**config.mk**
```make
export PLATFORM = sky130hd
export DESIGN_NAME = chain_pwm_timer
export DESIGN_NICKNAME = d
export VERILOG_FILES = /design/src/rtl/cpt_pkg.sv /design/src/rtl/cpt_trig_sync.sv /design/src/rtl/cpt_regfile.sv /design/src/rtl/cpt_time_base.sv /design/src/rtl/cpt_pwm_chan.sv /design/src/rtl/chain_pwm_timer.sv
export SDC_FILE = /design/constraint.sdc
export NUM_CORES = 1
export LEC_CHECK = 0
export BUFFER_PORTS_ARGS = -buffer_cell sky130_fd_sc_hd__buf_4
export CAP_MARGIN = 20
export CORE_UTILIZATION = 50
export CTS_BUF_LIST = sky130_fd_sc_hd__clkbuf_4 sky130_fd_sc_hd__clkbuf_8
export CTS_CLUSTER_DIAMETER = 60
export DETAILED_ROUTE_END_ITERATION = 12
export PLACE_DENSITY_LB_ADDON = 0.12
export SYNTH_ARGS = -nofsm -noshare
export SYNTH_HDL_FRONTEND = slang
export SYNTH_SLANG_ARGS = --single-unit
```
**constraint.sdc**
```tcl
create_clock -name clk -period 3.5 [get_ports clk]
set_input_delay 0.35 -clock clk [delete_from_list [all_inputs] [get_ports clk]]
set_output_delay 0.35 -clock clk [all_outputs]
set_load 0.02 [all_outputs]
```
**src/rtl/cpt_pkg.sv**
```systemverilog
package cpt_pkg;
  typedef enum logic [1:0] {
    SLV_FREE   = 2'd0,
    SLV_GATED  = 2'd1,
    SLV_TRIG   = 2'd2,
    SLV_EXTCLK = 2'd3
  } slave_mode_e;

  typedef enum logic [1:0] {
    MST_ENABLE = 2'd0,
    MST_UPDATE = 2'd1,
    MST_CMP1   = 2'd2,
    MST_NONE   = 2'd3
  } master_mode_e;

  localparam int CFG_DATA_W    = 32;
  localparam int ADDR_CTRL     = 0;
  localparam int ADDR_PSC      = 1;
  localparam int ADDR_ARR      = 2;
  localparam int ADDR_CMP_BASE = 3;

  localparam int CTRL_RUN_BIT  = 0;
  localparam int CTRL_SLV_LSB  = 1;
  localparam int CTRL_MST_LSB  = 3;
  localparam int CTRL_CHEN_LSB = 5;
endpackage

```
**src/rtl/cpt_trig_sync.sv**
```systemverilog
module cpt_trig_sync #(
  parameter int STAGES = 2
) (
  input  logic clk,
  input  logic rst_n,
  input  logic trig_in,
  output logic level,
  output logic rise
);
  logic [STAGES-1:0] sync_q;
  logic              prev_q;

  always_ff @(posedge clk or negedge rst_n) begin
    if (!rst_n) begin
      sync_q <= '0;
      prev_q <= 1'b0;
    end else begin
      sync_q <= {sync_q[STAGES-2:0], trig_in};
      prev_q <= sync_q[STAGES-1];
    end
  end

  assign level = sync_q[STAGES-1];
  assign rise  = sync_q[STAGES-1] & ~prev_q;
endmodule

```
**src/rtl/cpt_regfile.sv**
```systemverilog
module cpt_regfile
  import cpt_pkg::*;
#(
  parameter int CNT_W  = 16,
  parameter int PSC_W  = 16,
  parameter int NUM_CH = 4,
  parameter int ADDR_W = 3
) (
  input  logic                          clk,
  input  logic                          rst_n,
  input  logic                          cfg_we,
  input  logic [ADDR_W-1:0]             cfg_addr,
  input  logic [CFG_DATA_W-1:0]         cfg_wdata,
  input  logic                          load_act,
  output logic                          run_en,
  output slave_mode_e                   slave_mode,
  output master_mode_e                  master_mode,
  output logic [NUM_CH-1:0]             chan_en,
  output logic [PSC_W-1:0]              psc_act,
  output logic [CNT_W-1:0]              arr_act,
  output logic [NUM_CH-1:0][CNT_W-1:0]  cmp_act
);
  localparam int CTRL_W = CTRL_CHEN_LSB + NUM_CH;

  logic [CTRL_W-1:0] ctrl_q;
  logic [PSC_W-1:0]  psc_sh;
  logic [CNT_W-1:0]  arr_sh;

  always_ff @(posedge clk or negedge rst_n) begin
    if (!rst_n) begin
      ctrl_q <= '0;
      psc_sh <= '0;
      arr_sh <= '0;
    end else if (cfg_we) begin
      if (cfg_addr == ADDR_W'(ADDR_CTRL)) ctrl_q <= cfg_wdata[CTRL_W-1:0];
      if (cfg_addr == ADDR_W'(ADDR_PSC))  psc_sh <= cfg_wdata[PSC_W-1:0];
      if (cfg_addr == ADDR_W'(ADDR_ARR))  arr_sh <= cfg_wdata[CNT_W-1:0];
    end
  end

  always_ff @(posedge clk or negedge rst_n) begin
    if (!rst_n) begin
      psc_act <= '0;
      arr_act <= '0;
    end else if (load_act) begin
      psc_act <= psc_sh;
      arr_act <= arr_sh;
    end
  end

  for (genvar k = 0; k < NUM_CH; k++) begin : g_cmp
    logic [CNT_W-1:0] cmp_sh;
    always_ff @(posedge clk or negedge rst_n) begin
      if (!rst_n) begin
        cmp_sh     <= '0;
        cmp_act[k] <= '0;
      end else begin
        if (cfg_we && cfg_addr == ADDR_W'(ADDR_CMP_BASE + k))
          cmp_sh <= cfg_wdata[CNT_W-1:0];
        if (load_act)
          cmp_act[k] <= cmp_sh;
      end
    end
  end

  assign run_en      = ctrl_q[CTRL_RUN_BIT];
  assign slave_mode  = slave_mode_e'(ctrl_q[CTRL_SLV_LSB +: 2]);
  assign master_mode = master_mode_e'(ctrl_q[CTRL_MST_LSB +: 2]);
  assign chan_en     = ctrl_q[CTRL_CHEN_LSB +: NUM_CH];
endmodule

```
**src/rtl/cpt_time_base.sv**
```systemverilog
module cpt_time_base
  import cpt_pkg::*;
#(
  parameter int CNT_W = 16,
  parameter int PSC_W = 16
) (
  input  logic             clk,
  input  logic             rst_n,
  input  logic             run_en,
  input  slave_mode_e      slave_mode,
  input  logic             gate_lvl,
  input  logic             trig_rise,
  input  logic [PSC_W-1:0] psc_act,
  input  logic [CNT_W-1:0] arr_act,
  output logic [CNT_W-1:0] cnt,
  output logic             wrap,
  output logic             upd,
  output logic             started,
  output logic             cnt_active
);
  logic [PSC_W-1:0] psc_cnt;
  logic             allowed;
  logic             int_step;
  logic             tick;

  always_comb begin
    unique case (slave_mode)
      SLV_GATED: allowed = gate_lvl;
      SLV_TRIG:  allowed = started;
      default:   allowed = 1'b1;
    endcase
  end

  assign cnt_active = run_en & allowed;
  assign int_step   = cnt_active & (slave_mode != SLV_EXTCLK);
  assign tick       = (slave_mode == SLV_EXTCLK) ? (run_en & trig_rise)
                                                 : (int_step & (psc_cnt == psc_act));
  assign wrap       = tick & (cnt == arr_act);

  always_ff @(posedge clk or negedge rst_n) begin
    if (!rst_n) begin
      psc_cnt <= '0;
      cnt     <= '0;
      upd     <= 1'b0;
      started <= 1'b0;
    end else if (!run_en) begin
      psc_cnt <= '0;
      cnt     <= '0;
      upd     <= 1'b0;
      started <= 1'b0;
    end else begin
      if (int_step)
        psc_cnt <= (psc_cnt == psc_act) ? '0 : psc_cnt + 1'b1;
      if (tick)
        cnt <= wrap ? '0 : cnt + 1'b1;
      upd <= wrap;
      if (slave_mode == SLV_TRIG && trig_rise)
        started <= 1'b1;
    end
  end
endmodule

```
**src/rtl/cpt_pwm_chan.sv**
```systemverilog
module cpt_pwm_chan #(
  parameter int CNT_W = 16
) (
  input  logic [CNT_W-1:0] cnt,
  input  logic [CNT_W-1:0] cmp,
  input  logic             ref_allow,
  input  logic             out_allow,
  output logic             ref_o,
  output logic             pwm_o
);
  logic below;
  assign below = (cnt < cmp);
  assign ref_o = ref_allow & below;
  assign pwm_o = out_allow & below;
endmodule

```
**src/rtl/chain_pwm_timer.sv**
```systemverilog
module chain_pwm_timer
  import cpt_pkg::*;
#(
  parameter int  CNT_W  = 16,
  parameter int  NUM_CH = 4,
  parameter int  PSC_W  = 16,
  localparam int ADDR_W = $clog2(NUM_CH + ADDR_CMP_BASE)
) (
  input  logic                  clk,
  input  logic                  rst_n,
  input  logic                  cfg_we,
  input  logic [ADDR_W-1:0]     cfg_addr,
  input  logic [CFG_DATA_W-1:0] cfg_wdata,
  input  logic                  trig_in,
  output logic                  trig_out,
  output logic [NUM_CH-1:0]     pwm_out
);
  logic                         run_en;
  slave_mode_e                  slave_mode;
  master_mode_e                 master_mode;
  logic [NUM_CH-1:0]            chan_en;
  logic [PSC_W-1:0]             psc_act;
  logic [CNT_W-1:0]             arr_act;
  logic [NUM_CH-1:0][CNT_W-1:0] cmp_act;
  logic                         gate_lvl;
  logic                         trig_rise;
  logic [CNT_W-1:0]             cnt;
  logic                         wrap;
  logic                         upd;
  logic                         started;
  logic                         cnt_active;
  logic                         load_act;
  logic                         out_ok;
  logic [NUM_CH-1:0]            ref_w;

  assign load_act = wrap | ~run_en;

  cpt_trig_sync #(.STAGES(2)) sync_i (
    .clk(clk), .rst_n(rst_n), .trig_in(trig_in),
    .level(gate_lvl), .rise(trig_rise)
  );

  cpt_regfile #(.CNT_W(CNT_W), .PSC_W(PSC_W), .NUM_CH(NUM_CH), .ADDR_W(ADDR_W)) regs_i (
    .clk(clk), .rst_n(rst_n), .cfg_we(cfg_we), .cfg_addr(cfg_addr),
    .cfg_wdata(cfg_wdata), .load_act(load_act), .run_en(run_en),
    .slave_mode(slave_mode), .master_mode(master_mode), .chan_en(chan_en),
    .psc_act(psc_act), .arr_act(arr_act), .cmp_act(cmp_act)
  );

  cpt_time_base #(.CNT_W(CNT_W), .PSC_W(PSC_W)) tb_i (
    .clk(clk), .rst_n(rst_n), .run_en(run_en), .slave_mode(slave_mode),
    .gate_lvl(gate_lvl), .trig_rise(trig_rise), .psc_act(psc_act),
    .arr_act(arr_act), .cnt(cnt), .wrap(wrap), .upd(upd),
    .started(started), .cnt_active(cnt_active)
  );

  assign out_ok = cnt_active;

  for (genvar k = 0; k < NUM_CH; k++) begin : g_ch
    cpt_pwm_chan #(.CNT_W(CNT_W)) ch_i (
      .cnt(cnt), .cmp(cmp_act[k]), .ref_allow(run_en),
      .out_allow(out_ok & chan_en[k]), .ref_o(ref_w[k]), .pwm_o(pwm_out[k])
    );
  end

  always_comb begin
    unique case (master_mode)
      MST_ENABLE: trig_out = cnt_active;
      MST_UPDATE: trig_out = upd;
      MST_CMP1:   trig_out = ref_w[0];
      default:    trig_out = 1'b0;
    endcase
  end
endmodule

```
==> impl_metrics.tcl <==
set metrics [dict create \
    synth.distinct_cells 59 \
    vdd_drop_max_v 0.0003957 \
    final_core_util_pct 57.65 \
    synth.top_cells.by_area "dfrtp_1, mux2_2, ha_1" \
    grt_usage_pct 22.16 \
    vias 7282 \
    final_cells 1300 \
    met2_usage_pct 34.63 \
    gr-total-overflow 0 \
    syn_inst 925 \
    final_hold_viol_count 0 \
    layout_common_cells "dfrtp_1, mux2_2, inv_1" \
    ys_warn_count 0 \
    synth_edf_count 0 \
    seq_area_frac_synth_pct 51.57 \
    final_layout_size_suffix_gt1_share_pct 33.10 \
    leakage_uw 0.006237 \
    status "complete, no violations" \
    drc 0 \
    worst_pin_slew_ns 0.8221 \
    clk_pin_slew_ns 0.06 \
    root_buffer "clkbuf_8" \
    min_period_ns 3.367 \
    layout_commonest_cell "dfrtp_1" \
    required_ns 3.15 \
    detail_route.vias_per_cell 5.602 \
    syn_nets 1029 \
    die_area_mm2 0.02371 \
    avgSynthCellArea_um2 12.49 \
    core_mm2 0.02264 \
    start_kind "flip-flop" \
    synthArstFlopShare_pct 100.0 \
    wire_per_inst_um 19.32 \
    numCtsBuffers 42 \
    clkLatencyLatePin_ns 0.55 \
    ys.flop_type "dfrtp_1" \
    synth_top_area_cell "dfrtp_1" \
    dr.first_iter.drc_count 399 \
    cp_cell_sequence "ha_1 > a21o_1 > a211oi_1 > o21bai_1 > a2111oi_1 > o221a_2 > buf_4" \
    fp.dieW_um 154.0 \
    skew_ns 0.03229 \
    postCtsSetupBuffers 0 \
    setup_violations 0 \
    worstPathMaxFanout 8 \
    clk_path_buf_depth 3 \
    final_net_count 1090 \
    initial_core_util_pct 51.01 \
    area_delta_synth_final_pct 13.01 \
    rsz0062_at_grt "false" \
    num_antenna_cells 0 \
    grt_pass1_vias 7325 \
    dp_cells 1225 \
    gp_congestion 0.8065 \
    cts_tree "built" \
    synth-seq-cells 238 \
    synthesis.area_mm2 0.01155 \
    hp-class "primary input to flip-flop" \
    io_pins 44 \
    maxCapViolations 0 \
    grt.busiest_layer "met2" \
    min_period_over_period_pct 96.20 \
    finalMaxSlewViolations 0 \
    slowest_delay_ns 0.66 \
    path_class "flip-flop to output pin" \
    num_rows 55 \
    slew_headroom_pct 45.19 \
    drt_pass1_iterations 4 \
    grt_max_degree 109 \
    io_buffers 27 \
    fmaxAchievable_mhz 297.0 \
    grt_pass1_wl_mm 40.43 \
    htreeDepth 2 \
    cts.sinks 238 \
    seq_area_mm2 0.005956 \
    n_fill_cell 1881 \
    antenna_found_initial 2 \
    fin_tns_setup_ns 0 \
    cp.arrival_ns 3.02 \
    hpwl_mm 17.07 \
    synth_top_area_share_pct 51.57 \
    powerDensity_mw_per_mm2 692.2 \
    die_y_um 154.0 \
    use_met3_pct 3.777 \
    slowest_stage "a2111oi_1" \
    cp-end-kind "output pin" \
    use_met1_pct 31.62 \
    multi_input_area_mm2 0.005149 \
    ant_nets 0 \
    totalWireLength_mm 25.11 \
]
-- report_power, final --
group / switching, uW / internal (uW) / leakage (uW)
sequential: 489 / 3600 / 0.00293
clock: 1110 / 1510 / 0.000468
combinational: 1060 / 1270 / 0.00284
total: 2660 / 6380 / 0.00624
-- kinds of logic (layout without fill, tap and decap cells) --
logic type	count (synthesis)	count (layout)	share of synthesized area, %
AO/OA/AOI/OAI	124	124	7.183
XOR/XNOR	35	35	2.654
adder cells (fa/ha/maj)	65	65	7.041
buffers and inverters	105	195	4.019
flip-flops	238	238	51.57
multiplexers	199	199	19.99
AND/OR/NAND/NOR	159	159	7.551
-- cell usage after synthesis, types with 4 or more instances --
library cell / number
a211oi_1: 4
a21boi_0: 5
a21o_1: 10
a21oi_1: 17
a31oi_1: 4
and3_1: 15
buf_2: 7
buf_4: 4
buf_6: 6
clkbuf_1: 19
dfrtp_1: 238
ha_1: 65
inv_1: 67
mux2_2: 181
mux2_4: 18
nand2_1: 38
nand2b_1: 6
nand3_1: 19
nand4_1: 14
nand4b_1: 5
nor2_1: 21
nor2b_1: 4
nor3_1: 8
nor4_1: 9
o21a_1: 10
o21ai_0: 39
o21bai_1: 5
o31ai_1: 5
xor2_1: 34
-- state kept, by name, summed over array words and instances, names as in the netlist --
name	cells
tb_i.psc_cnt	16
tb_i.upd	1
tb_i.cnt	16
tb_i.started	1
regs_i.psc_act	16
regs_i.arr_act	16
regs_i.ctrl_q	9
sync_i.prev_q	1
regs_i.psc_sh	16
regs_i.g_cmp.cmp_sh	64
regs_i.arr_sh	16
regs_i.cmp_act	64
sync_i.sync_q	2
-- worst paths after layout --
path	from	to	slack, ns	cells past startpoint
max in group asynchronous	rst_n	regs_i.g_cmp[2].cmp_sh[4]$_DFFE_PN0P_	2.17	3
max reg2reg	regs_i.ctrl_q[1]$_DFFE_PN0P_	regs_i.psc_act[8]$_DFFE_PN0P_	0.63	10
min reg2reg	sync_i.sync_q[0]$_DFF_PN0_	sync_i.sync_q[1]$_DFF_PN0_	0.35	0
max	tb_i.cnt[1]$_DFFE_PN0P_	pwm_out[3]	0.13	7
min	cfg_wdata[9]	regs_i.g_cmp[0].cmp_sh[9]$_DFFE_PN0P_	0.10	2
min in group asynchronous	rst_n	regs_i.g_cmp[2].cmp_sh[11]$_DFFE_PN0P_	0.44	2
-- worst max-delay path, delay by kind of cell (launching register included) --
family / cells / cell delay [ns]
AOI/OAI and AO/OA: 5 / 1.53
adders and majority gates: 1 / 0.30
buffers and inverters: 1 / 0.14
DFF: 1 / 0.52
-- final cells by class --
class	instances	area share, %
inverter	67	1.927
clock buffer	68	6.403
multi-input combinational	582	39.45
clock inverter	5	0.2205
timing repair buffer	55	3.643
sequential	238	45.63
tap	285	2.732
-- metrics by stage --
step                area [um2]  hold slack, ns  setup WS, ns  total power, uW
detailed placement       12160          0.3372        0.6023             6469
CTS                      13050         0.06248       0.01007             9145
global placement         12160          0.3340        0.6395             6398
finish                   13050          0.1002        0.1331             9034
floorplan                11550         0.05441         1.090             5799
global route             13050         0.09401      0.008878             9592
-- metal layers --
layer  share of wire, %  vias up
met1                 48     3665
met5                  0        -
met4                2.0        0
li1                   -     3437
met2                 46      132
met3                3.7       48
-- timing repair --
item                       CTS  global route
hold buffers                 2             0
gates resized for setup      0             3
setup endpoints to repair    0             3
hold endpoints to repair   106             0
Note: power is estimated with default switching activity, not from simulation.
